[src/rtl/tam_pkg.sv]
package tam_pkg;
    // quantity count: two channels, each with temperature and current
    localparam int NQ      = 4;
    localparam int NCH     = 2;
    localparam int QPC     = NQ / NCH;
    localparam int FLAG_W  = 2 * NQ;
    localparam int CFG_W   = 12;

    // configuration bit positions beyond the per-quantity pairs
    localparam int CFG_INTR      = 8;
    localparam int CFG_POL_SAFE0 = 9;
    localparam int CFG_POL_ALARM = 11;

    // register addresses above the limit block
    localparam logic [3:0] ADR_CFG  = 4'd8;
    localparam logic [3:0] ADR_CLR  = 4'd9;
    localparam logic [3:0] ADR_FLAG = 4'd10;
endpackage

[src/rtl/tam_quantity_mon.sv]
module tam_quantity_mon
    import tam_pkg::*;
#(
    parameter int CODE_W = 12,
    parameter int HYST   = 4
) (
    input  logic              clk,
    input  logic              rst_n,
    input  logic              upd,
    input  logic              clr,
    input  logic              en,
    input  logic              win,
    input  logic [CODE_W-1:0] code,
    input  logic [CODE_W-1:0] thr_lo,
    input  logic [CODE_W-1:0] thr_hi,
    output logic              hi_cond,
    output logic              lo_cond,
    output logic              hi_evt,
    output logic              lo_evt
);
    localparam int W = CODE_W + 1;

    typedef struct packed {
        logic hi;
        logic lo;
    } mon_st_t;

    mon_st_t st_d, st_q;

    logic [W-1:0] c_x, lo_x, hi_x;
    logic above, below, hi_release, lo_release;

    always_comb begin
        c_x  = {1'b0, code};
        lo_x = {1'b0, thr_lo};
        hi_x = {1'b0, thr_hi};
        above      = c_x > hi_x;
        below      = c_x < lo_x;
        hi_release = (c_x + W'(HYST)) < hi_x;
        lo_release = c_x > (lo_x + W'(HYST));

        st_d   = st_q;
        hi_evt = 1'b0;
        lo_evt = 1'b0;
        if (clr || !en) begin
            st_d = '0;
        end else if (upd) begin
            if (win) begin
                st_d.hi = st_q.hi ? !hi_release : above;
                st_d.lo = st_q.lo ? !lo_release : below;
            end else begin
                st_d.hi = st_q.hi ? !below : above;
                st_d.lo = 1'b0;
            end
            hi_evt = st_d.hi;
            lo_evt = st_d.lo;
        end
    end

    always_ff @(posedge clk or negedge rst_n) begin
        if (!rst_n) st_q <= '0;
        else        st_q <= st_d;
    end

    assign hi_cond = st_q.hi;
    assign lo_cond = st_q.lo;
endmodule

[src/rtl/tam_reg_file.sv]
module tam_reg_file
    import tam_pkg::*;
#(
    parameter int CODE_W = 12,
    parameter int ADDR_W = 4,
    parameter int DATA_W = 16
) (
    input  logic                        clk,
    input  logic                        rst_n,
    input  logic                        wr,
    input  logic                        rd,
    input  logic [ADDR_W-1:0]           addr,
    input  logic [DATA_W-1:0]           wdata,
    input  logic [FLAG_W-1:0]           flags,
    output logic [NQ-1:0][CODE_W-1:0]   thr_lo,
    output logic [NQ-1:0][CODE_W-1:0]   thr_hi,
    output logic [CFG_W-1:0]            cfg,
    output logic [DATA_W-1:0]           rdata,
    output logic                        clr_pulse,
    output logic                        flag_rd
);
    localparam int QW = $clog2(NQ);

    typedef struct packed {
        logic [NQ-1:0][CODE_W-1:0] lo;
        logic [NQ-1:0][CODE_W-1:0] hi;
        logic [CFG_W-1:0]          cfg;
        logic [DATA_W-1:0]         rdata;
    } rf_st_t;

    rf_st_t st_d, st_q;

    logic            in_limits;
    logic [QW-1:0]   qidx;
    logic [DATA_W-1:0] rd_val;
    logic            unused_bits;

    assign unused_bits = ^wdata[DATA_W-1:CFG_W];

    always_comb begin
        in_limits = (addr[ADDR_W-1:QW+1] == '0);
        qidx      = addr[QW:1];

        rd_val = '0;
        if (in_limits) begin
            rd_val[CODE_W-1:0] = addr[0] ? st_q.hi[qidx] : st_q.lo[qidx];
        end else if (addr == ADDR_W'(ADR_CFG)) begin
            rd_val[CFG_W-1:0] = st_q.cfg;
        end else if (addr == ADDR_W'(ADR_FLAG)) begin
            rd_val[FLAG_W-1:0] = flags;
        end

        st_d = st_q;
        if (rd) st_d.rdata = rd_val;
        if (wr) begin
            if (in_limits) begin
                if (addr[0]) st_d.hi[qidx] = wdata[CODE_W-1:0];
                else         st_d.lo[qidx] = wdata[CODE_W-1:0];
            end else if (addr == ADDR_W'(ADR_CFG)) begin
                st_d.cfg = wdata[CFG_W-1:0];
            end
        end

        clr_pulse = wr && (addr == ADDR_W'(ADR_CLR)) && wdata[0];
        flag_rd   = rd && (addr == ADDR_W'(ADR_FLAG));
    end

    always_ff @(posedge clk or negedge rst_n) begin
        if (!rst_n) begin
            st_q.lo    <= '0;
            st_q.hi    <= '1;
            st_q.cfg   <= '0;
            st_q.rdata <= '0;
        end else begin
            st_q <= st_d;
        end
    end

    assign thr_lo = st_q.lo;
    assign thr_hi = st_q.hi;
    assign cfg    = st_q.cfg;
    assign rdata  = st_q.rdata;
endmodule

[src/rtl/tam_status.sv]
module tam_status
    import tam_pkg::*;
(
    input  logic              clk,
    input  logic              rst_n,
    input  logic [FLAG_W-1:0] evt,
    input  logic [FLAG_W-1:0] cond,
    input  logic              flag_rd,
    input  logic              clr,
    input  logic              intr,
    input  logic [NCH-1:0]    pol_safe,
    input  logic              pol_alarm,
    output logic [FLAG_W-1:0] flags,
    output logic [NCH-1:0]    safe_pin,
    output logic              alarm_pin
);
    localparam int BPC = 2 * QPC;

    typedef struct packed {
        logic [FLAG_W-1:0] flags;
    } stat_st_t;

    stat_st_t st_d, st_q;
    logic [NCH-1:0] ch_act;

    always_comb begin
        st_d = st_q;
        if (clr) st_d.flags = '0;
        else     st_d.flags = (flag_rd ? '0 : st_q.flags) | evt;
    end

    always_ff @(posedge clk or negedge rst_n) begin
        if (!rst_n) st_q <= '0;
        else        st_q <= st_d;
    end

    for (genvar c = 0; c < NCH; c++) begin : g_ch
        assign ch_act[c]   = intr ? (|st_q.flags[c*BPC +: BPC]) : (|cond[c*BPC +: BPC]);
        assign safe_pin[c] = pol_safe[c] ? ch_act[c] : ~ch_act[c];
    end

    assign alarm_pin = pol_alarm ? (|ch_act) : ~(|ch_act);
    assign flags     = st_q.flags;
endmodule

[src/rtl/tam_monitor.sv]
module tam_monitor
    import tam_pkg::*;
#(
    parameter int CODE_W = 12,
    parameter int HYST   = 4,
    parameter int ADDR_W = 4,
    parameter int DATA_W = 16
) (
    input  logic              clk,
    input  logic              rst_n,
    input  logic              meas_valid,
    input  logic [1:0]        meas_sel,
    input  logic [CODE_W-1:0] meas_code,
    input  logic              reg_wr,
    input  logic              reg_rd,
    input  logic [ADDR_W-1:0] reg_addr,
    input  logic [DATA_W-1:0] reg_wdata,
    output logic [DATA_W-1:0] reg_rdata,
    output logic              safe1,
    output logic              safe2,
    output logic              alarm
);
    logic [NQ-1:0][CODE_W-1:0] thr_lo_w, thr_hi_w;
    logic [CFG_W-1:0]          cfg_w;
    logic                      clr_w, flag_rd_w;
    logic [FLAG_W-1:0]         cond_w, evt_w, flags_w, en_mask_w;
    logic [NCH-1:0]            safe_w;
    logic                      alarm_w;

    tam_reg_file #(.CODE_W(CODE_W), .ADDR_W(ADDR_W), .DATA_W(DATA_W)) u_regs (
        .clk       (clk),
        .rst_n     (rst_n),
        .wr        (reg_wr),
        .rd        (reg_rd),
        .addr      (reg_addr),
        .wdata     (reg_wdata),
        .flags     (flags_w),
        .thr_lo    (thr_lo_w),
        .thr_hi    (thr_hi_w),
        .cfg       (cfg_w),
        .rdata     (reg_rdata),
        .clr_pulse (clr_w),
        .flag_rd   (flag_rd_w)
    );

    for (genvar q = 0; q < NQ; q++) begin : g_q
        tam_quantity_mon #(.CODE_W(CODE_W), .HYST(HYST)) u_mon (
            .clk     (clk),
            .rst_n   (rst_n),
            .upd     (meas_valid && (meas_sel == 2'(q))),
            .clr     (clr_w),
            .en      (cfg_w[2*q]),
            .win     (cfg_w[2*q+1]),
            .code    (meas_code),
            .thr_lo  (thr_lo_w[q]),
            .thr_hi  (thr_hi_w[q]),
            .hi_cond (cond_w[2*q+1]),
            .lo_cond (cond_w[2*q]),
            .hi_evt  (evt_w[2*q+1]),
            .lo_evt  (evt_w[2*q])
        );
        assign en_mask_w[2*q+1:2*q] = {2{cfg_w[2*q]}};
    end

    tam_status u_stat (
        .clk       (clk),
        .rst_n     (rst_n),
        .evt       (evt_w),
        .cond      (cond_w),
        .flag_rd   (flag_rd_w),
        .clr       (clr_w),
        .intr      (cfg_w[CFG_INTR]),
        .pol_safe  (cfg_w[CFG_POL_SAFE0 +: NCH]),
        .pol_alarm (cfg_w[CFG_POL_ALARM]),
        .flags     (flags_w),
        .safe_pin  (safe_w),
        .alarm_pin (alarm_w)
    );

    assign safe1 = safe_w[0];
    assign safe2 = safe_w[1];
    assign alarm = alarm_w;
endmodule

[config.mk]
export PLATFORM = sky130hd
export DESIGN_NAME = tam_monitor
export DESIGN_NICKNAME = d
export VERILOG_FILES = /design/src/rtl/tam_pkg.sv /design/src/rtl/tam_quantity_mon.sv /design/src/rtl/tam_reg_file.sv /design/src/rtl/tam_status.sv /design/src/rtl/tam_monitor.sv
export SDC_FILE = /design/constraint.sdc
export NUM_CORES = 1
export LEC_CHECK = 0
export ABC_CLOCK_PERIOD_IN_PS = 2600
export CORE_MARGIN = 5
export CORE_UTILIZATION = 59
export DETAILED_ROUTE_END_ITERATION = 16
export DONT_BUFFER_PORTS = 1
export GPL_TIMING_DRIVEN = 0
export HOLD_SLACK_MARGIN = 0.08
export PLACE_DENSITY_LB_ADDON = 0.1
export SLEW_MARGIN = 20
export SYNTH_ARGS = -nofsm -noshare
export SYNTH_HDL_FRONTEND = slang
export SYNTH_SLANG_ARGS = --single-unit
[constraint.sdc]
create_clock -name clk -period 2.6 [get_ports clk]
set_input_delay 0.13 -clock clk [delete_from_list [all_inputs] [get_ports clk]]
set_output_delay 0.13 -clock clk [all_outputs]
set_load 0.02 [all_outputs]
==> results.md <==
* Register Area at 0.00349 sq mm
* Status: finished with violations
* Hold Fails Final Rpt at 136
* Nets at approximately 1,400
* CORE AREA at 0.0186 sq mm
* Clock buffer depth at 2
* Async SR Flop Fraction at 100%
* Largest net degree at the start of global routing at 137
* Highest clock rate at 381 MHz
* Dominant synthesized flop cell: dfrtp_1
* Seq pwr share at 34.0%
* Power per cell area at 752 mW/mm^2
* Sw power at 3640 uW
* Area after DPL at about 0.011 sq mm
* Antenna violations before repair at 0
* Final Instance Area at 0.0130 sq mm
* Root Buffer: clkbuf_16
* WP data required at 2.89 ns
* Final slew viol count at 0
* Routed Antenna Nets at 0
* Synth unique cells at between 60 and 70
* Final period utilization at 101%
* Number of synthesized flops with an enable pin at 0
* MaxCap Viol Count at 0
* Clock period minus worst slack at around 2.6 ns
* TritonCTS clock tree: yes
* Synth Cell Area at 0.0112 sq mm
* TritonCTS buffer count at 17
* Synth warn at 0
* Share of post-route cells with drive strength above 1 at between 20% and 30%
* Nature of the critical path startpoint: register
* Layout area overhead at 16.2%
* Most common cell after layout, fill and taps aside: ha_1
* DRT Pass-1 Iters at 6
* Final setup fails at 2
* Avg Cell Area, Syn at 9.75 sq um
* WL final at 36,700 microns
* Gpl congestion at 0.975
* Vias in the first global route at 9,376
* Clock skew at about 0.013 ns
* Die W at ~150 microns
* HPWL after detailed placement at 25,700 microns
* Cells after Synth at 1,146
* Global-route wire length before repair at 54,600 microns
* Leak at 0.00592 uW
* Die Area at between 0.02 and 0.025 sq mm
* Iteration-0 DRC Markers at about 1,000
* Clk_lat worst skew at around 0.44 ns
* Worst setup margin at -0.0260 ns
* Combinational share of power at between 30% and 40%
* Pre-CTS setup slack at -0.577 ns
* RSZ-0062 raised after global routing: true
* Setup CP Type: reg2reg
* Peak VDD IR at 0.479 mV
* Hold Path Class: in2async
* Initial Util at 59.9%
* GRT Total Usage at between 30 and 40%
* Multi-input gate area at 0.00746 sq mm
* Row cnt at 50
* Antenna cells at 0
* DRC at 0
* GR Overflow Total at 0
* Hold buffer count at cts at 12
* Failing checks: hold timing, setup timing
* Top Ports at 58
* Most frequent cells in the layout: ha_1 (176), inv_1 (107), nand2_1 (88)
* CP Capture Type: register
* Clock Pin Slew Worst Setup and Hold Paths at about 0.07 ns
* CP Max Fanout at 4
* Wire per inst at 25.0 microns
* Slew HR at between 20% and 30%
* Int Pwr at between 6000 and 7000 uW
* Sequential fraction of the synthesis area at between 30% and 40%
* Crit path arrival time at ~2.9 ns
* Vias at around 9,700
* Min Hold Slack at -0.616 ns
* Clock Sinks at around 140
* Fill cells at between 1,000 and 1,500
* Sw Share at a little under two fifths
* H-tree depth at 4
* PortBufs at 0
* Clock power share at 27.4%
* #FFs+latches synth at 136
* Die height at ~150 microns
* Tightest Pin Transition at 1.16 ns
* Routed vias/inst at 6.61
-- power by group through the flow --
stage | Sequential [uW] | Clock [uW] | Combinational [uW]
global placement | 3310 | 0 | 3060
detailed placement | 3320 | 0 | 3150
floorplan | 3080 | 0 | 2450
CTS | 3270 | 2660 | 3450
global route | 3370 | 2770 | 4150
finish | 3320 | 2670 | 3770
-- stage by stage --
stage                     cells  setup TNS (ns)  util (%)  hold WS [ns]  total power, uW
after floorplan            1149               0         -        -0.166             5540
after global placement     1383           -3.63      61.6        -0.161             6380
after detailed placement   1383           -3.69      61.6        -0.161             6470
after CTS                  1453        -0.00174      67.7        -0.621             9380
after global routing       1469          -0.379      69.6        -0.625            10300
final                      1469         -0.0341      69.6        -0.616             9760
-- Yosys cell counts, types with 15 or more instances --
library cell  instances  area (sq um)
buf_4                15           113
nand2_1              89           334
xnor2_1              37           324
mux4_2               24           541
inv_1               110           413
mux2_2               64           721
nand3_1              47           235
a21o_1               31           233
o21ai_0              68           340
clkbuf_1             16          60.1
nor2_1               51           191
dfrtp_1              88          2200
nor3_1               17          85.1
ha_1                181          2260
nand4_1              21           131
a21oi_1              60           300
dfstp_2              48          1260
-- worst paths after layout --
check | startpoint | end | slack, ns | depth (start not counted)
max | u_regs.thr_lo[26] | u_stat.flags[4] | -0.03 | 11
min | rst_n | u_regs.thr_lo[23] | -0.62 | 0
max reg2reg | u_regs.thr_lo[26] | u_stat.flags[4] | -0.03 | 11
min reg2reg | u_stat.flags[3] | u_stat.flags[3] | 0.54 | 2
max in group asynchronous | rst_n | u_regs.thr_hi[24] | 2.93 | 0
min in group clk | meas_sel[1] | g_q[2].u_mon.hi_cond | 0.12 | 3
-- layout make-up --
| class | count | area share (%) |
|---|---|---|
| Tap cell | 234 | 2.26 |
| Buffer | 45 | 1.92 |
| Sequential cell | 136 | 26.9 |
| Timing Repair Buffer | 54 | 3.38 |
| Clock buffer | 24 | 4.13 |
| Inverter | 110 | 3.18 |
| Multi-Input combinational cell | 858 | 57.5 |
| Clock inverter | 8 | 0.791 |
-- repair_timing --
action                     4_1_cts  5_1_grt
setup endpoints to repair       10       12
hold endpoints to repair       184      136
gates resized for setup         52       47
setup buffers                   26       16
pin swaps                       21       40
-- cells by family after synthesis --
group	share of synthesized area, %
and+or+nand+nor	13.2
buffers and inverters	5.93
AOI/OAI and AO/OA	13.8
adders and majority gates	20.3
DFF	31.0
other	0.0336
xor gates and xnor gates	3.37
muxes	12.4
-- critical path, cell delays in order, from the launching register on --
cell and delay, ns:
dfrtp_2 0.45, ha_4 0.18, nand2_1 0.09, nor2_2 0.05
buf_4 0.13, xnor2_1 0.12, ha_1 0.28, and4_1 0.20
nand4_1 0.14, a211o_1 0.31, a311oi_2 0.36, o21ai_1 0.16
-- flip-flops by register name (all words and copies together) (netlist names) --
register	flops
u_regs.thr_lo	48
u_regs.thr_hi	48
g_q.u_mon.lo_cond	4
g_q.u_mon.hi_cond	4
u_regs.cfg	12
u_regs.rdata	12
u_stat.flags	8
-- routing by layer --
layer	global-route usage [%]	vias to the layer above	routed length [microns]
met2	49.6	546	15800
met1	46.4	4734	15600
met5	0	-	0
met4	11.6	0	1220
met3	10.1	97	4100
li1	-	4334	-
(Power assumes the default switching activity.)
